===== src/rtl/irq_arb_pkg.sv =====
package irq_arb_pkg;
  localparam int ID_W   = 10;
  localparam int PRIO_W = 8;
  localparam int RUN_W  = 9;
  localparam logic [ID_W-1:0]  NONE_ID   = 10'd1023;
  localparam logic [RUN_W-1:0] IDLE_PRIO = 9'h100;

  typedef struct packed {
    logic [RUN_W-1:0] prio;
    logic [ID_W-1:0]  id;
  } cand_t;

  localparam cand_t NO_CAND = '{prio: IDLE_PRIO, id: NONE_ID};
endpackage


===== src/rtl/irq_change_detect.sv =====
module irq_change_detect #(
  parameter int W = 8
) (
  input  logic         clk,
  input  logic         rst_n,
  input  logic [W-1:0] vec,
  output logic         changed
);
  logic [W-1:0] prev_q;

  always_ff @(posedge clk or negedge rst_n) begin
    if (!rst_n) prev_q <= '0;
    else        prev_q <= vec;
  end

  assign changed = (vec != prev_q);
endmodule


===== src/rtl/irq_group_pick.sv =====
module irq_group_pick
  import irq_arb_pkg::*;
#(
  parameter int LANES = 4
) (
  input  logic [LANES-1:0]        req,
  input  logic [LANES*PRIO_W-1:0] prio,
  input  logic [ID_W-1:0]         base_id,
  output cand_t                   best
);
  always_comb begin
    best = NO_CAND;
    for (int k = 0; k < LANES; k++) begin
      if (req[k] && ({1'b0, prio[k*PRIO_W +: PRIO_W]} < best.prio)) begin
        best.prio = {1'b0, prio[k*PRIO_W +: PRIO_W]};
        best.id   = base_id + ID_W'(k);
      end
    end
  end
endmodule


===== src/rtl/irq_cpu_scan.sv =====
module irq_cpu_scan
  import irq_arb_pkg::*;
#(
  parameter int NUM_IRQ = 32,
  parameter int SCAN_W  = 4
) (
  input  logic                      clk,
  input  logic                      rst_n,
  input  logic                      restart,
  input  logic                      gate_en,
  input  logic [NUM_IRQ-1:0]        enable,
  input  logic [NUM_IRQ-1:0]        pending,
  input  logic [NUM_IRQ*PRIO_W-1:0] prio,
  input  logic [PRIO_W-1:0]         mask,
  input  logic [RUN_W-1:0]          run_prio,
  output logic [ID_W-1:0]           hp_id,
  output logic                      irq_req,
  output logic                      done
);
  localparam int STEPS = NUM_IRQ / SCAN_W;
  localparam int IDX_W = (STEPS > 1) ? $clog2(STEPS) : 1;
  localparam logic [IDX_W-1:0] LAST_IDX = IDX_W'(STEPS - 1);

  logic             busy_q;
  logic [IDX_W-1:0] idx_q;
  cand_t            best_q;
  cand_t            grp_best;
  cand_t            merged;
  logic [ID_W-1:0]  hp_q;
  logic             irq_q;
  logic             done_q;
  logic [NUM_IRQ-1:0] req_all;
  logic             last_step;
  logic             publish;

  assign req_all   = enable & pending;
  assign last_step = busy_q && (idx_q == LAST_IDX);

  irq_group_pick #(.LANES(SCAN_W)) pick_i (
    .req     (req_all[int'(idx_q)*SCAN_W +: SCAN_W]),
    .prio    (prio[int'(idx_q)*SCAN_W*PRIO_W +: SCAN_W*PRIO_W]),
    .base_id (ID_W'(int'(idx_q) * SCAN_W)),
    .best    (grp_best)
  );

  // earlier groups hold lower IDs, so only a strictly better group replaces
  assign merged  = (grp_best.prio < best_q.prio) ? grp_best : best_q;
  assign publish = (merged.prio < {1'b0, mask});

  always_ff @(posedge clk or negedge rst_n) begin
    if (!rst_n) begin
      busy_q <= 1'b1;
      idx_q  <= '0;
      best_q <= NO_CAND;
      done_q <= 1'b0;
    end else if (restart) begin
      busy_q <= 1'b1;
      idx_q  <= '0;
      best_q <= NO_CAND;
      done_q <= 1'b0;
    end else if (busy_q) begin
      best_q <= merged;
      if (last_step) begin
        busy_q <= 1'b0;
        done_q <= 1'b1;
      end else begin
        idx_q <= idx_q + 1'b1;
      end
    end
  end

  always_ff @(posedge clk or negedge rst_n) begin
    if (!rst_n) begin
      hp_q  <= NONE_ID;
      irq_q <= 1'b0;
    end else if (!gate_en) begin
      hp_q  <= NONE_ID;
      irq_q <= 1'b0;
    end else if (last_step && !restart) begin
      hp_q  <= publish ? merged.id : NONE_ID;
      irq_q <= publish && (merged.prio < run_prio);
    end
  end

  assign hp_id   = hp_q;
  assign irq_req = irq_q;
  assign done    = done_q;

  assert_disable_clears_R4: assert property (@(posedge clk) disable iff (!rst_n)
    !gate_en |=> (hp_q == NONE_ID && !irq_q));
  assert_line_needs_id_R6: assert property (@(posedge clk) disable iff (!rst_n)
    irq_q |-> (hp_q != NONE_ID));
  assert_masked_hidden_R5: assert property (@(posedge clk) disable iff (!rst_n)
    (last_step && !restart && gate_en && !publish) |=> (hp_q == NONE_ID && !irq_q));
  assert_hold_midscan_R9: assert property (@(posedge clk) disable iff (!rst_n)
    (busy_q && !last_step && gate_en) |=> ($stable(hp_q) && $stable(irq_q)));
  assert_done_low_busy_R8: assert property (@(posedge clk) disable iff (!rst_n)
    busy_q |-> !done_q);
  assert_restart_clears_done_R8: assert property (@(posedge clk) disable iff (!rst_n)
    restart |=> (!done_q && busy_q && idx_q == '0));
endmodule


===== src/rtl/irq_prio_arbiter.sv =====
module irq_prio_arbiter
  import irq_arb_pkg::*;
#(
  parameter int NUM_IRQ = 32,
  parameter int NUM_CPU = 2,
  parameter int SCAN_W  = 4
) (
  input  logic                       clk,
  input  logic                       rst_n,
  input  logic                       dist_en,
  input  logic [NUM_CPU-1:0]         cpu_if_en,
  input  logic [NUM_CPU*NUM_IRQ-1:0] irq_enable,
  input  logic [NUM_CPU*NUM_IRQ-1:0] irq_pending,
  input  logic [NUM_IRQ*PRIO_W-1:0]  irq_prio,
  input  logic [NUM_CPU*PRIO_W-1:0]  prio_mask,
  input  logic [NUM_CPU*RUN_W-1:0]   run_prio,
  output logic [NUM_CPU*ID_W-1:0]    hp_id,
  output logic [NUM_CPU-1:0]         irq_req,
  output logic [NUM_CPU-1:0]         scan_done
);
  localparam int WATCH_W = 1 + NUM_CPU * (1 + 2 * NUM_IRQ + PRIO_W + RUN_W)
                           + NUM_IRQ * PRIO_W;

  logic any_change;

  irq_change_detect #(.W(WATCH_W)) chg_i (
    .clk     (clk),
    .rst_n   (rst_n),
    .vec     ({dist_en, cpu_if_en, irq_enable, irq_pending,
               irq_prio, prio_mask, run_prio}),
    .changed (any_change)
  );

  for (genvar c = 0; c < NUM_CPU; c++) begin : g_cpu
    irq_cpu_scan #(.NUM_IRQ(NUM_IRQ), .SCAN_W(SCAN_W)) scan_i (
      .clk      (clk),
      .rst_n    (rst_n),
      .restart  (any_change),
      .gate_en  (dist_en && cpu_if_en[c]),
      .enable   (irq_enable[c*NUM_IRQ +: NUM_IRQ]),
      .pending  (irq_pending[c*NUM_IRQ +: NUM_IRQ]),
      .prio     (irq_prio),
      .mask     (prio_mask[c*PRIO_W +: PRIO_W]),
      .run_prio (run_prio[c*RUN_W +: RUN_W]),
      .hp_id    (hp_id[c*ID_W +: ID_W]),
      .irq_req  (irq_req[c]),
      .done     (scan_done[c])
    );
  end
endmodule


===== config.mk =====
export PLATFORM = sky130hd
export DESIGN_NAME = irq_prio_arbiter
export DESIGN_NICKNAME = d
export VERILOG_FILES = /design/src/rtl/irq_arb_pkg.sv /design/src/rtl/irq_change_detect.sv /design/src/rtl/irq_group_pick.sv /design/src/rtl/irq_cpu_scan.sv /design/src/rtl/irq_prio_arbiter.sv
export SDC_FILE = /design/constraint.sdc
export NUM_CORES = 1
export LEC_CHECK = 0
export CORE_ASPECT_RATIO = 0.9
export CORE_MARGIN = 8
export CORE_UTILIZATION = 45
export DETAILED_ROUTE_END_ITERATION = 6
export DONT_BUFFER_PORTS = 1
export SETUP_SLACK_MARGIN = 0.3
export SLEW_MARGIN = 15
export SYNTH_ARGS = -nofsm -noshare
export SYNTH_HDL_FRONTEND = slang
export SYNTH_SLANG_ARGS = --single-unit
export TNS_END_PERCENT = 10

===== constraint.sdc =====
create_clock -name clk -period 19.1 [get_ports clk]
set_clock_uncertainty 0.05 [all_clocks]
set_input_delay 3.82 -clock clk [delete_from_list [all_inputs] [get_ports clk]]
set_output_delay 3.82 -clock clk [all_outputs]
set_load 0.005 [all_outputs]

Word level (Yosys, flattened, before mapping)
Cells that the tools add are included.
{"block": "op_classes", "n_addsub": 8, "n_lt_le_gt_ge": 12, "n_eq_ne": 7, "n_shift": 4, "muxes": 42, "bitwise": 2, "n_reduce_logical": 23}
{"op": "$shiftx A256 B9 Y32", "count": 2}
{"op": "$ne A421 B421 Y1", "count": 1}
{"op": "$mux W19", "count": 14}
{"op": "$and A32 B32 Y32", "count": 2}
{"op": "$shiftx A32 B6 Y4", "count": 2}
{"op": "$mux W10", "count": 6}
{"op": "$lt A8 B9 Y1", "count": 6}
{"op": "$lt A9 B9 Y1", "count": 4}
{"op": "$add A5 B2 Y6 const B", "count": 4}
{"op": "$lt A9 B8 Y1", "count": 2}
{"op": "$mux W3", "count": 6}
{"op": "$mux W1", "count": 16}
{"op": "$logic_and A1 B1 Y1", "count": 14}
{"op": "$add A5 B1 Y6 const B", "count": 2}
{"op": "$reduce_and A2 Y1", "count": 4}
{"op": "$reduce_bool A2 Y1", "count": 4}
{"op": "$add A3 B1 Y3 const B", "count": 2}
{"op": "$eq A3 B3 Y1 const B", "count": 2}
{"op": "$ne A2 B1 Y1 const B", "count": 2}
{"op": "$ne A2 B2 Y1 const B", "count": 2}
{"op": "$logic_not A1 Y1", "count": 1}
{"block": "totals", "register_bits": 491, "inputBits": 423, "out_inout_bits": 24, "elab_cells": 113}

Depth between registers and ports, before layout
Gate-level depths: netlist of the first run.
{"block": "depth", "ltp_word": 18, "ltp_mapped": 53}

Hierarchy
A second synthesis of the first run with hierarchy kept.
{"block": "unflattened", "hier_cells": 2304, "area_unflattened_um2": 27597.7}
{"module": "irq_change_detect", "n_inst": 1, "cells_per_inst": 985, "area_per_inst_um2": 15113.2, "seq_area_each_um2": 10535.1}
{"module": "irq_cpu_scan (g_cpu[0].scan_i)", "n_inst": 1, "cells_per_inst": 414, "area_per_inst_um2": 4523.1, "seq_area_each_um2": 903.4}
{"module": "irq_cpu_scan (g_cpu[1].scan_i)", "n_inst": 1, "cells_per_inst": 399, "area_per_inst_um2": 4508.1, "seq_area_each_um2": 903.4}
{"module": "irq_group_pick", "n_inst": 2, "cells_per_inst": 252, "area_per_inst_um2": 1720.4, "seq_area_each_um2": 0.0}
{"module": "irq_prio_arbiter", "n_inst": 1, "cells_per_inst": 2, "area_per_inst_um2": 12.5, "seq_area_each_um2": 0.0}

Worst setup path after synthesis of the first run
OpenSTA, ideal clock, no wires.
{"block": "synth_timing", "path_kind": "input-to-reg", "from": "input port irq_enable[52]", "to": "register g_cpu[1].scan_i.hp_q[2]", "arrival_ns": 13.883, "required_time_ns": 18.966, "slack_ns": 5.083, "stages": 48, "n_path_buf": 6, "path_cell_list": "nand2_1 -> mux4_2 -> a211oi_1 -> buf_2 -> clkbuf_1 -> nand2_1 -> ha_1 -> nand4_1 -> o21ai_0 -> o32ai_1 -> o31ai_4 -> buf_2 -> a31oi_1 -> ha_1 -> a21o_1 -> a21o_1 -> a21o_1 -> nor2_1 -> [... 12 more ...] -> o21ai_1 -> inv_1 -> ha_1 -> a21o_1 -> a21o_1 -> a2111oi_0 -> o41ai_1 -> a211oi_2 -> buf_2 -> mux2i_1 -> ha_1 -> a21o_1 -> a21o_1 -> a21oi_1 -> o21ai_0 -> a2111oi_4 -> buf_4 -> a21oi_1"}
{"block": "synth_via", "elab_chain_len": 18, "elab_cells_between_ends": 22, "cone_classes": "order compare: 5; eq/ne: 2; shift: 1; mux: 8; bitwise: 1; reduce/logical: 5"}
{"element": "start: declaration", "line_no": "irq_prio_arbiter.sv:12", "rtl": "input logic [NUM_CPU*NUM_IRQ-1:0] irq_enable,"}
{"element": "$and A32 B32 Y32", "line_no": "irq_cpu_scan.sv:36", "rtl": "assign req_all = enable & pending;"}
{"element": "$shiftx A32 B6 Y4", "line_no": "irq_cpu_scan.sv:40", "rtl": ".req (req_all[int'(idx_q)*SCAN_W +: SCAN_W]),"}
{"element": "$mux W19", "line_no": "irq_group_pick.sv:14", "rtl": "if (req[k] && ({1'b0, prio[k*PRIO_W +: PRIO_W]} < best.prio)) begin"}
{"element": "$lt A8 B9 Y1", "line_no": "irq_group_pick.sv:14"}
{"element": "$logic_and A1 B1 Y1", "line_no": "irq_group_pick.sv:14"}
{"element": "$mux W19", "line_no": "irq_group_pick.sv:14"}
{"element": "$lt A8 B9 Y1", "line_no": "irq_group_pick.sv:14"}
{"element": "$logic_and A1 B1 Y1", "line_no": "irq_group_pick.sv:14"}
{"element": "[... 2 more ...]"}
{"element": "$logic_and A1 B1 Y1", "line_no": "irq_group_pick.sv:14"}
{"element": "$mux W19", "line_no": "irq_group_pick.sv:14"}
{"element": "$lt A9 B9 Y1", "line_no": "irq_cpu_scan.sv:47", "rtl": "assign merged = (grp_best.prio < best_q.prio) ? grp_best : best_q;"}
{"element": "$mux W19", "line_no": "irq_cpu_scan.sv:47"}
{"element": "$lt A9 B8 Y1", "line_no": "irq_cpu_scan.sv:48", "rtl": "assign publish = (merged.prio < {1'b0, mask});"}
{"element": "$mux W10", "line_no": "irq_cpu_scan.sv:80", "rtl": "hp_q <= publish ? merged.id : NONE_ID;"}
{"element": "$mux W10", "line_no": "irq_cpu_scan.sv:79", "rtl": "end else if (last_step && !restart) begin"}
{"element": "$mux W10", "line_no": "irq_cpu_scan.sv:76", "rtl": "end else if (!gate_en) begin"}
{"element": "end signal: assignment", "line_no": "irq_cpu_scan.sv:80"}
{"element": "end: declaration", "line_no": "irq_cpu_scan.sv:29", "rtl": "logic [ID_W-1:0] hp_q;"}
Several ways; a longest one is shown, not always the timed one. The select of a mux whose other input is x is not followed.
A chain may end at the register's enable or synchronous reset.

Worst setup path after layout of the first run
{"block": "layout_timing", "from": "input port irq_enable[52]", "to": "register g_cpu[1].scan_i.irq_q"}
{"block": "layout_via", "elab_chain_len": 18, "elab_cells_between_ends": 23, "cone_classes": "order compare: 6; eq/ne: 2; shift: 1; mux: 7; bitwise: 1; reduce/logical: 6"}
{"element": "$and A32 B32 Y32", "line_no": "irq_cpu_scan.sv:36"}
{"element": "$shiftx A32 B6 Y4", "line_no": "irq_cpu_scan.sv:40"}
{"element": "$mux W19", "line_no": "irq_group_pick.sv:14"}
{"element": "$lt A8 B9 Y1", "line_no": "irq_group_pick.sv:14"}
{"element": "$logic_and A1 B1 Y1", "line_no": "irq_group_pick.sv:14"}
{"element": "$mux W19", "line_no": "irq_group_pick.sv:14"}
{"element": "$lt A8 B9 Y1", "line_no": "irq_group_pick.sv:14"}
{"element": "$logic_and A1 B1 Y1", "line_no": "irq_group_pick.sv:14"}
{"element": "[... 2 more ...]"}
{"element": "$logic_and A1 B1 Y1", "line_no": "irq_group_pick.sv:14"}
{"element": "$mux W19", "line_no": "irq_group_pick.sv:14"}
{"element": "$lt A9 B9 Y1", "line_no": "irq_cpu_scan.sv:47"}
{"element": "$mux W19", "line_no": "irq_cpu_scan.sv:47"}
{"element": "$lt A9 B8 Y1 or $lt A9 B9 Y1 (tied branches)", "line_no": "irq_cpu_scan.sv:48, irq_cpu_scan.sv:81"}
{"element": "$logic_and A1 B1 Y1", "line_no": "irq_cpu_scan.sv:81", "rtl": "irq_q <= publish && (merged.prio < run_prio);"}
{"element": "$mux W1", "line_no": "irq_cpu_scan.sv:79"}
{"element": "$mux W1", "line_no": "irq_cpu_scan.sv:76"}
{"element": "end signal: assignment", "line_no": "irq_cpu_scan.sv:81"}
{"element": "end: declaration", "line_no": "irq_cpu_scan.sv:30", "rtl": "logic irq_q;"}
Several ways; a longest one is shown, not always the timed one. The select of a mux whose other input is x is not followed.

==> impl_metrics.env, run 1 <==
export IMPL_status="complete, no violations"
export IMPL_grt_pass1_vias=18800
export IMPL_setup_ws_ns=3.43
export IMPL_yosysMostFrequentCell="dfrtp_1"
export IMPL_hold_class="reg -> reg"
export IMPL_cts_resized_gates=0
export IMPL_core_mm2=0.0581
export IMPL_cts_buffers_inserted=53
export IMPL_ys_warn_count=0
export IMPL_post_cts_buffers=0
export IMPL_gp_congestion=1.02
export IMPL_synth_top_area_cell="dfrtp_1"
export IMPL_grt_antenna_before_repair=6
export IMPL_finalCritPeriodShare_pct=82.0
export IMPL_synth_cell_types=80
export IMPL_clkTransAtPathRegs_ns=0.06
export IMPL_netlist_top_cells_count="dfrtp_1, xor2_1, xnor2_1"
export IMPL_cap_violations=0
export IMPL_holdBufCountCts=0
export IMPL_powerDensity_mw_per_mm2=88.2
export IMPL_path_max_fanout=23
export IMPL_crit_type="in -> reg"
export IMPL_rows=84
export IMPL_portBuffers=0
export IMPL_endpoint_kind="flop"
export IMPL_nFillCells=5093
export IMPL_crit_top_cell="a21o_1"
export IMPL_rsz0062_at_grt="false"
export IMPL_cts_sinks=491
export IMPL_io_pins=447
export IMPL_slew_headroom_pct=23.7
export IMPL_dpl_hpwl_mm=96.3
export IMPL_preCtsSetupSlack_ns=2.96
export IMPL_async_flop_share_pct=100
export IMPL_clk_latency_ns=0.64
export IMPL_slew_viol_final=0
export IMPL_period_needed_ns=15.67
export IMPL_required_ns=19.60
export IMPL_grt_overflow_total=0
export IMPL_die_w_um=271
export IMPL_via_per_inst=6.37
export IMPL_ys_seq_elements=491
export IMPL_syn_nets=2654
export IMPL_drive_above_1_share_pct=17.4
export IMPL_netlist_instances=2139
export IMPL_hold_violations=0
export IMPL_area_growth_pct=10.1
export IMPL_finalSetupViolations=0
export IMPL_critPathMaxStageDelay_ns=0.71
export IMPL_drtIter0Drc=2207
export IMPL_arrival_ns=16.17
export IMPL_fmax_mhz=63.8
export IMPL_h_tree_depth=2
export IMPL_leakagePower_nw=11.8
export IMPL_cts_tree="yes"
export IMPL_tns_ns=0
export IMPL_syn_area_mm2=0.0263
export IMPL_synth_top_area_share_pct=42.6
export IMPL_nNetsFinal=2653
export IMPL_ir_drop_uv=67.1
export IMPL_worst_slew_pin_slew_ns=1.13
export IMPL_ys_flop_type="dfrtp_1"
export IMPL_antenna_left=0
export IMPL_syn_area_per_cell_um2=12.3
export IMPL_wl_per_cell_um=39.3
export IMPL_die_y_um=245
export IMPL_vias=18900
export IMPL_grt_max_degree=492
export IMPL_grt_first_pass_wirelength_mm=159
export IMPL_cts_root_buffer="clkbuf_16"
export IMPL_clockBufferDepth=3
export IMPL_critPathLaunchType="input port"
export IMPL_drc=0
export IMPL_track_usage_pct=34.4
export IMPL_synth_edf_count=0
export IMPL_start_util_pct=45.2
export IMPL_die_area_mm2=0.0664
export IMPL_wirelength_mm=116
export IMPL_cp_slowest_cell="a2111oi_4"
export IMPL_ys_seq_area_share_pct=46.9
export IMPL_synth_area_top_cells="dfrtp_1, mux4_2, xor2_1"
export IMPL_first_pass_iters=7
==> logic make-up after synthesis <==
logic type / share of synthesized area [%]
xor+xnor: 12.5
fa+ha+maj: 4.38
compound gates: 8.12
simple gates: 8.71
mux: 16.1
buf+inv: 3.30
flops: 46.9
==> flip-flops by register name, indices dropped and copies added, names as in the netlist <==
name,cells
chg_i.prev_q,421
g_cpu.scan_i.best_q,38
g_cpu.scan_i.busy_q,2
g_cpu.scan_i.done,2
g_cpu.scan_i.hp_id,20
g_cpu.scan_i.idx_q,6
g_cpu.scan_i.irq_req,2
==> layer usage <==
metal / vias to the layer above / wire, um / global-route usage (%)
met3: 210 / 14800 / 13.3
met2: 1103 / 50500 / 51.1
met1: 9745 / 45700 / 45.2
li1: 7793 / - / -
met5: - / 0 / 0
met4: 0 / 5400 / 13.1
==> power by group <==
part | leakage, nW | switching, mW | internal, mW
logic | 5.18 | 0.199 | 0.138
registers | 5.72 | 0.0195 | 1.09
clock network | 0.921 | 0.454 | 0.657
total | 11.8 | 0.672 | 1.88
==> metrics by stage <==
stage                     area [um^2]  util, %  hold slack (ns)  total power [mW]  std cells
after detailed placement        27100     46.6            0.429              1.45       2857
after floorplan                 26300        -            0.410              1.34       2139
after global placement          27100     46.6            0.428              1.45       2857
after global routing            28900     49.8            0.459              2.63       2955
after CTS                       28900     49.8            0.439              2.56       2955
final                           28900     49.8            0.437              2.55       2961
==> critical path, delay by kind of cell <==
| kind | cells | cell delay (ns) |
|---|---|---|
| AO/OA/AOI/OAI | 26 | 7.16 |
| AND/OR/NAND/NOR | 8 | 1.03 |
| multiplexers | 3 | 1.46 |
| adder cells (fa/ha/maj) | 5 | 1.61 |
| buffers and inverters | 5 | 1.00 |
==> cell type report <==
| class | count | area [um^2] | share of cell area [%] |
|---|---|---|---|
| diodes | 6 | 15.0 | 0.0519 |
| clock buffers | 75 | 1540 | 5.32 |
| clock inverters | 23 | 328 | 1.13 |
| inverters | 141 | 532 | 1.84 |
| multi-input cells | 1436 | 13100 | 45.2 |
| flip-flops and latches | 491 | 12400 | 42.7 |
| well taps | 774 | 968 | 3.35 |
| repair buffers | 15 | 113 | 0.389 |
==> final timing paths <==
check,startpoint,end,slack (ns),cells past startpoint
hold / removal,g_cpu[1].scan_i.best_q[8]$_DFFE_PN1N_,g_cpu[1].scan_i.hp_id[8]$_DFFE_PN1P_,0.44,2
hold reg to reg,g_cpu[1].scan_i.best_q[8]$_DFFE_PN1N_,g_cpu[1].scan_i.hp_id[8]$_DFFE_PN1P_,0.44,2
setup / recovery,irq_enable[52],g_cpu[1].scan_i.irq_req$_DFFE_PN0P_,3.43,47
setup reg to reg,g_cpu[1].scan_i.idx_q[0]$_DFFE_PN0P_,g_cpu[1].scan_i.irq_req$_DFFE_PN0P_,5.50,47
min in group asynchronous,rst_n,chg_i.prev_q[142]$_DFF_PN0_,2.84,0
max in group asynchronous,rst_n,g_cpu[1].scan_i.idx_q[1]$_DFFE_PN0P_,15.22,0
==> cell usage in the layout, fill, tap and decap left out, types with 57 or more instances in the layout <==
| master | instances |
|---|---|
| dfrtp_1 | 441 |
| ha_1 | 92 |
| inv_1 | 140 |
| mux2_2 | 67 |
| mux4_2 | 130 |
| nand2_1 | 112 |
| nand4_1 | 74 |
| nor2_1 | 57 |
| nor4_1 | 76 |
| xnor2_1 | 141 |
| xor2_1 | 233 |
Power figures use the tool's default switching activity.
==> inputs of run 2 (changes only) <==
Clock period 19.1 ns to 14.8 ns, I/O delays scaled along.
==> impl_metrics.env, run 2 (synthesized netlist as in run 1, its figures left out) <==
export IMPL_required_ns=15.30
export IMPL_dpl_hpwl_mm=95.9
export IMPL_hold_violations=0
export IMPL_leakagePower_nw=11.9
export IMPL_largest_reg_flops=421
export IMPL_clkTransAtPathRegs_ns=0.06
export IMPL_drc=0
export IMPL_layout_cells_most_common="dfrtp_1"
export IMPL_core_mm2=0.0581
export IMPL_h_tree_depth=2
export IMPL_portBuffers=0
export IMPL_cts_resized_gates=0
export IMPL_endpoint_kind="flop"
export IMPL_slew_headroom_pct=18.1
export IMPL_gp_congestion=0.972
export IMPL_clk_latency_ns=0.63
export IMPL_slew_viol_final=0
export IMPL_grt_antenna_before_repair=11
export IMPL_cts_tree="yes"
export IMPL_nNetsFinal=2679
export IMPL_path_max_fanout=23
export IMPL_tns_ns=0
export IMPL_grt_pass1_vias=19100
export IMPL_vias=18900
export IMPL_critPathLaunchType="input port"
export IMPL_cts_buffers_inserted=54
export IMPL_die_w_um=271
export IMPL_crit_type="in -> reg"
export IMPL_area_growth_pct=11.0
export IMPL_crit_path_start="irq_enable[52]"
export IMPL_hold_class="reg -> reg"
export IMPL_holdBufCountCts=0
export IMPL_grt_overflow_total=0
export IMPL_period_needed_ns=13.61
export IMPL_final_cell_mix="dfrtp_1, xor2_1, xnor2_1"
export IMPL_die_area_mm2=0.0664
export IMPL_rows=84
export IMPL_cap_violations=0
export IMPL_arrival_ns=14.11
export IMPL_grt_first_pass_wirelength_mm=159
export IMPL_finalSetupViolations=0
export IMPL_wirelength_mm=116
export IMPL_post_cts_buffers=0
export IMPL_drive_above_1_share_pct=18.4
export IMPL_worst_slew_pin_slew_ns=1.22
export IMPL_track_usage_pct=34.5
export IMPL_die_y_um=245
export IMPL_min_from="g_cpu[0].scan_i.best_q[5]$_DFFE_PN1N_"
export IMPL_antenna_left=0
export IMPL_start_util_pct=45.2
export IMPL_crit_top_cell="a21o_1"
export IMPL_cts_root_buffer="clkbuf_16"
export IMPL_io_pins=447
export IMPL_ir_drop_uv=91.7
export IMPL_first_pass_iters=5
export IMPL_drtIter0Drc=2306
export IMPL_powerDensity_mw_per_mm2=114
export IMPL_critPathMaxStageDelay_ns=0.58
export IMPL_grt_max_degree=492
export IMPL_cts_sinks=491
export IMPL_rsz0062_at_grt="false"
export IMPL_status="complete, no violations"
export IMPL_final_cells=2984
export IMPL_wl_per_cell_um=39.0
export IMPL_via_per_inst=6.32
export IMPL_finalCritPeriodShare_pct=91.9
export IMPL_clockBufferDepth=3
export IMPL_fmax_mhz=73.5
export IMPL_cp_slowest_cell="mux4_2"
export IMPL_top_register="chg_i.prev_q"
export IMPL_place_inst=2878
export IMPL_whs_ns=0.437
export IMPL_rr_startpoint="g_cpu[0].scan_i.idx_q[1]$_DFFE_PN0P_"
[run 2: changes by cell type in the layout (fill, tap and decap cells not counted), sizes merged]
cell and delta:
buf +25, clkbuf -5, bufinv +2, clkinvlp +2, clkinv -1
[run 2: power breakdown]
group	internal, mW	switching, mW
sequential	1.40	0.0252
clock	0.863	0.597
combinational	0.188	0.261
total	2.45	0.882
[run 2: final cells by class]
type | count | area (um^2)
fillers | 5160 | 28900
multi-input cells | 1436 | 13100
flip-flops and latches | 491 | 12400
clock buffers | 70 | 1470
well taps | 774 | 968
inverters | 141 | 532
clock inverters | 26 | 428
repair buffers | 40 | 313
diodes | 6 | 15.0
[run 2: per-layer routing]
layer	vias to the layer above	share of wire, %	global-route usage [%]	routed length, um
li1	7847	-	-	-
met3	198	12	14.1	14300
met2	1013	44	51.8	51200
met1	9790	40	45.2	46600
met5	-	0.029	0	34
met4	6	3.6	11.3	4240
[run 2: final timing paths]
path,endpoint,slack [ns],cells after the start
max in group asynchronous,g_cpu[1].scan_i.idx_q[0]$_DFFE_PN0P_,11.93,0
min reg2reg,g_cpu[0].scan_i.hp_id[5]$_DFFE_PN1P_,0.44,2
min,g_cpu[0].scan_i.hp_id[5]$_DFFE_PN1P_,0.44,2
min in group asynchronous,chg_i.prev_q[46]$_DFF_PN0_,1.99,0
max,g_cpu[1].scan_i.irq_req$_DFFE_PN0P_,1.19,45
max reg2reg,g_cpu[0].scan_i.hp_id[4]$_DFFE_PN1P_,2.35,48
[run 2: worst max-delay path, delay by kind of cell]
family / cells / cell delay (ns)
multiplexers: 3 / 1.30
buffers and inverters: 4 / 0.87
AND/OR/NAND/NOR: 8 / 1.16
AO/OA/AOI/OAI: 25 / 6.26
adder cells (fa/ha/maj): 5 / 1.54
[run 2: stage by stage]
stage	util, %	cell area (um^2)	power, mW	setup slack [ns]
after global routing	50.2	29200	3.44	0.468
final	50.2	29200	3.34	1.19
after detailed placement	46.9	27200	1.89	0.361
after global placement	46.9	27200	1.89	0.582
after floorplan	-	26300	1.73	1.64
after CTS	50.1	29100	3.35	0.963
==> inputs of run 3 (changes only) <==
--- a/config.mk
+++ b/config.mk
@@ -15,4 +15,5 @@
 export SYNTH_ARGS = -nofsm -noshare
 export SYNTH_HDL_FRONTEND = slang
+export SYNTH_HIERARCHICAL = 1
 export SYNTH_SLANG_ARGS = --single-unit
 export TNS_END_PERCENT = 10
--- a/constraint.sdc
+++ b/constraint.sdc
@@ -3,3 +3,3 @@
 set_input_delay 2.96 -clock clk [delete_from_list [all_inputs] [get_ports clk]]
 set_output_delay 2.96 -clock clk [all_outputs]
-set_load 0.005 [all_outputs]
+set_load 0.05 [all_outputs]
==> impl_metrics.env, run 3 <==
export IMPL_rr_worst_depth=36
export IMPL_synth_top_area_share_pct=40.5
export IMPL_area_growth_pct=10.6
export IMPL_post_cts_buffers=0
export IMPL_io_pins=447
export IMPL_critPathBufInv=2
export IMPL_die_area_mm2=0.0695
export IMPL_setup_ws_ns=1.49
export IMPL_drive_above_1_share_pct=18.0
export IMPL_slew_viol_final=0
export IMPL_syn_area_mm2=0.0276
export IMPL_grt_overflow_total=0
export IMPL_via_per_inst=6.20
export IMPL_rows=86
export IMPL_top_register="chg_i/prev_q"
export IMPL_leakagePower_nw=12.0
export IMPL_fmax_mhz=75.1
export IMPL_track_usage_pct=32.2
export IMPL_ys_flop_type="dfrtp_1"
export IMPL_yosysMostFrequentCell="dfrtp_1"
export IMPL_grt_pass1_vias=20100
export IMPL_synth_edf_count=0
export IMPL_critPathTopFamily="compound AO/OA/AOI/OAI gates"
export IMPL_synth_top_area_cell="dfrtp_1"
export IMPL_preCtsSetupSlack_ns=1.00
export IMPL_whs_path_depth=2
export IMPL_rr_startpoint="g_cpu[1].scan_i/idx_q[0]$_DFFE_PN0P_"
export IMPL_seqCellArea_mm2=0.0124
export IMPL_cts_sinks=491
export IMPL_first_pass_iters=5
export IMPL_ys_seq_area_share_pct=44.7
export IMPL_cp_slowest_cell="mux4_2"
export IMPL_syn_area_per_cell_um2=12.0
export IMPL_portBuffers=0
export IMPL_status="complete, no violations"
export IMPL_cts_root_buffer="clkbuf_16"
export IMPL_cts_tree="yes"
export IMPL_h_tree_depth=2
export IMPL_critPathMaxStageDelay_ns=0.73
export IMPL_synth_area_top_cells="dfrtp_1, mux4_2, xnor2_1"
export IMPL_clk_latency_ns=0.64
export IMPL_rsz0062_at_grt="false"
export IMPL_dpl_hpwl_mm=92.7
export IMPL_ir_drop_uv=94.8
export IMPL_path_max_fanout=30
export IMPL_start_util_pct=45.3
export IMPL_required_ns=15.32
export IMPL_holdPathEnd="g_cpu[0].scan_i/best_q[3]$_DFFE_PN1P_"
export IMPL_crit_top_cell="ha_1"
export IMPL_wirelength_mm=115
export IMPL_worst_slew_pin_slew_ns=1.29
export IMPL_slew_headroom_pct=14.1
export IMPL_nNetsFinal=2874
export IMPL_r2r_end="g_cpu[1].scan_i/irq_req$_DFFE_PN0P_"
export IMPL_die_y_um=251
export IMPL_drtIter0Drc=2131
export IMPL_async_flop_share_pct=100
export IMPL_cts_resized_gates=0
export IMPL_powerDensity_mw_per_mm2=110
export IMPL_nFillCells=5387
export IMPL_critPathLaunchType="input port"
export IMPL_period_needed_ns=13.31
export IMPL_clkTransAtPathRegs_ns=0.06
export IMPL_grt_max_degree=492
export IMPL_ys_warn_count=6
export IMPL_netlist_instances=2304
export IMPL_vias=19900
export IMPL_grt_first_pass_wirelength_mm=159
export IMPL_wl_per_cell_um=35.8
export IMPL_total_power_mw=3.37
export IMPL_gp_congestion=1.00
export IMPL_tns_ns=0
export IMPL_cts_buffers_inserted=55
export IMPL_finalSetupViolations=0
export IMPL_drc=0
export IMPL_antenna_left=0
export IMPL_hold_class="reg -> reg"
export IMPL_hold_violations=0
export IMPL_netlist_top_cells_count="dfrtp_1, xnor2_1, nand2_1"
export IMPL_endpoint_kind="flop"
export IMPL_die_w_um=277
export IMPL_largest_reg_flops=421
export IMPL_layout_cells_most_common="dfrtp_1"
export IMPL_cap_violations=0
export IMPL_min_from="g_cpu[0].scan_i/best_q[3]$_DFFE_PN1P_"
export IMPL_r2r_slack_ns=2.42
export IMPL_clockBufferDepth=3
export IMPL_grt_antenna_before_repair=8
export IMPL_multi_input_area_mm2=0.0147
export IMPL_final_cell_mix="dfrtp_1, xnor2_1, nand2_1"
export IMPL_finalCritPeriodShare_pct=89.9
export IMPL_arrival_ns=13.83
export IMPL_ys_seq_elements=491
export IMPL_crit_type="in -> reg"
export IMPL_holdBufCountCts=0
export IMPL_synth_cell_types=79
export IMPL_core_mm2=0.0609
## run 3: cell count changes in the layout (fill, tap and decap cells not counted), sizes merged, moves of 19 or more
cell   delta
nand3    +19
nand2    +49
inv      -53
nor4     -19
xnor2   +163
o22ai    -19
a21o     -23
a21oi    +28
o21ai    +67
nand4    +29
buf      -21
xor2    -106
conb     +64
mux2i    +22
## run 3: cell type report
| cell class | count | share of cell area [%] |
|---|---|---|
| multi-input combinational | 1699 | 48.1 |
| timing repair buffer | 19 | 0.590 |
| clock buffer | 81 | 5.49 |
| tap | 792 | 3.25 |
| inverter | 87 | 1.07 |
| clock inverter | 23 | 0.886 |
| antenna | 12 | 0.0984 |
| sequential | 491 | 40.5 |
## run 3: per-stage QoR
| stage | cell area (um^2) | hold WS (ns) | util [%] | std cells |
|---|---|---|---|---|
| finish | 30500 | 0.437 | 50.1 | 3204 |
| global route | 30500 | 0.464 | 50.1 | 3192 |
| CTS | 30500 | 0.441 | 50.0 | 3192 |
| detailed placement | 28500 | 0.429 | 46.8 | 3088 |
| global placement | 28500 | 0.422 | 46.8 | 3088 |
| floorplan | 27800 | 0.414 | - | 2366 |
## run 3: worst max path at each step
| stage | from | end | slack, ns | cells after the start |
|---|---|---|---|---|
| after floorplan | irq_enable[60] | g_cpu[1].scan_i/hp_id[0]$_DFFE_PN1P_ | 3.51 | 42 |
| after global placement | irq_enable[56] | g_cpu[1].scan_i/irq_req$_DFFE_PN0P_ | 0.94 | 35 |
| after detailed placement | irq_enable[56] | g_cpu[1].scan_i/irq_req$_DFFE_PN0P_ | 1.00 | 35 |
| after CTS | irq_enable[56] | g_cpu[1].scan_i/irq_req$_DFFE_PN0P_ | 1.64 | 35 |
| after global routing | irq_enable[56] | g_cpu[1].scan_i/irq_req$_DFFE_PN0P_ | 0.80 | 38 |
| final | irq_enable[56] | g_cpu[1].scan_i/irq_req$_DFFE_PN0P_ | 1.49 | 35 |
## run 3: logic make-up after synthesis
logic type / Yosys count / synth area share (%)
and+or+nand+nor: 514 / 9.45
other: 2 / 0.0272
AOI/OAI and AO/OA: 301 / 7.61
muxes: 291 / 17.1
xor gates and xnor gates: 431 / 13.7
buffers and inverters: 176 / 2.95
DFF: 491 / 44.7
adders and majority gates: 98 / 4.44
## run 3: report_power, final
group,internal (mW),switching (mW),total [mW]
sequential,1.40,0.0261,1.43
combinational,0.204,0.265,0.469
clock,0.858,0.611,1.47
## run 3: tightest hold or removal path, delay by kind of cell (launching register included)
kind | cells | cell delay (ns)
flip-flops | 1 | 0.37
AND/OR/NAND/NOR | 2 | 0.12
## run 3: layer usage
| metal | global-route usage [%] | part of all wire (%) | vias up |
|---|---|---|---|
| li1 | - | - | 8443 |
| met1 | 40.9 | 39 | 10200 |
| met2 | 51.0 | 45 | 1024 |
| met3 | 12.5 | 12 | 177 |
| met4 | 9.62 | 3.4 | 12 |
| met5 | 0 | 0.067 | - |
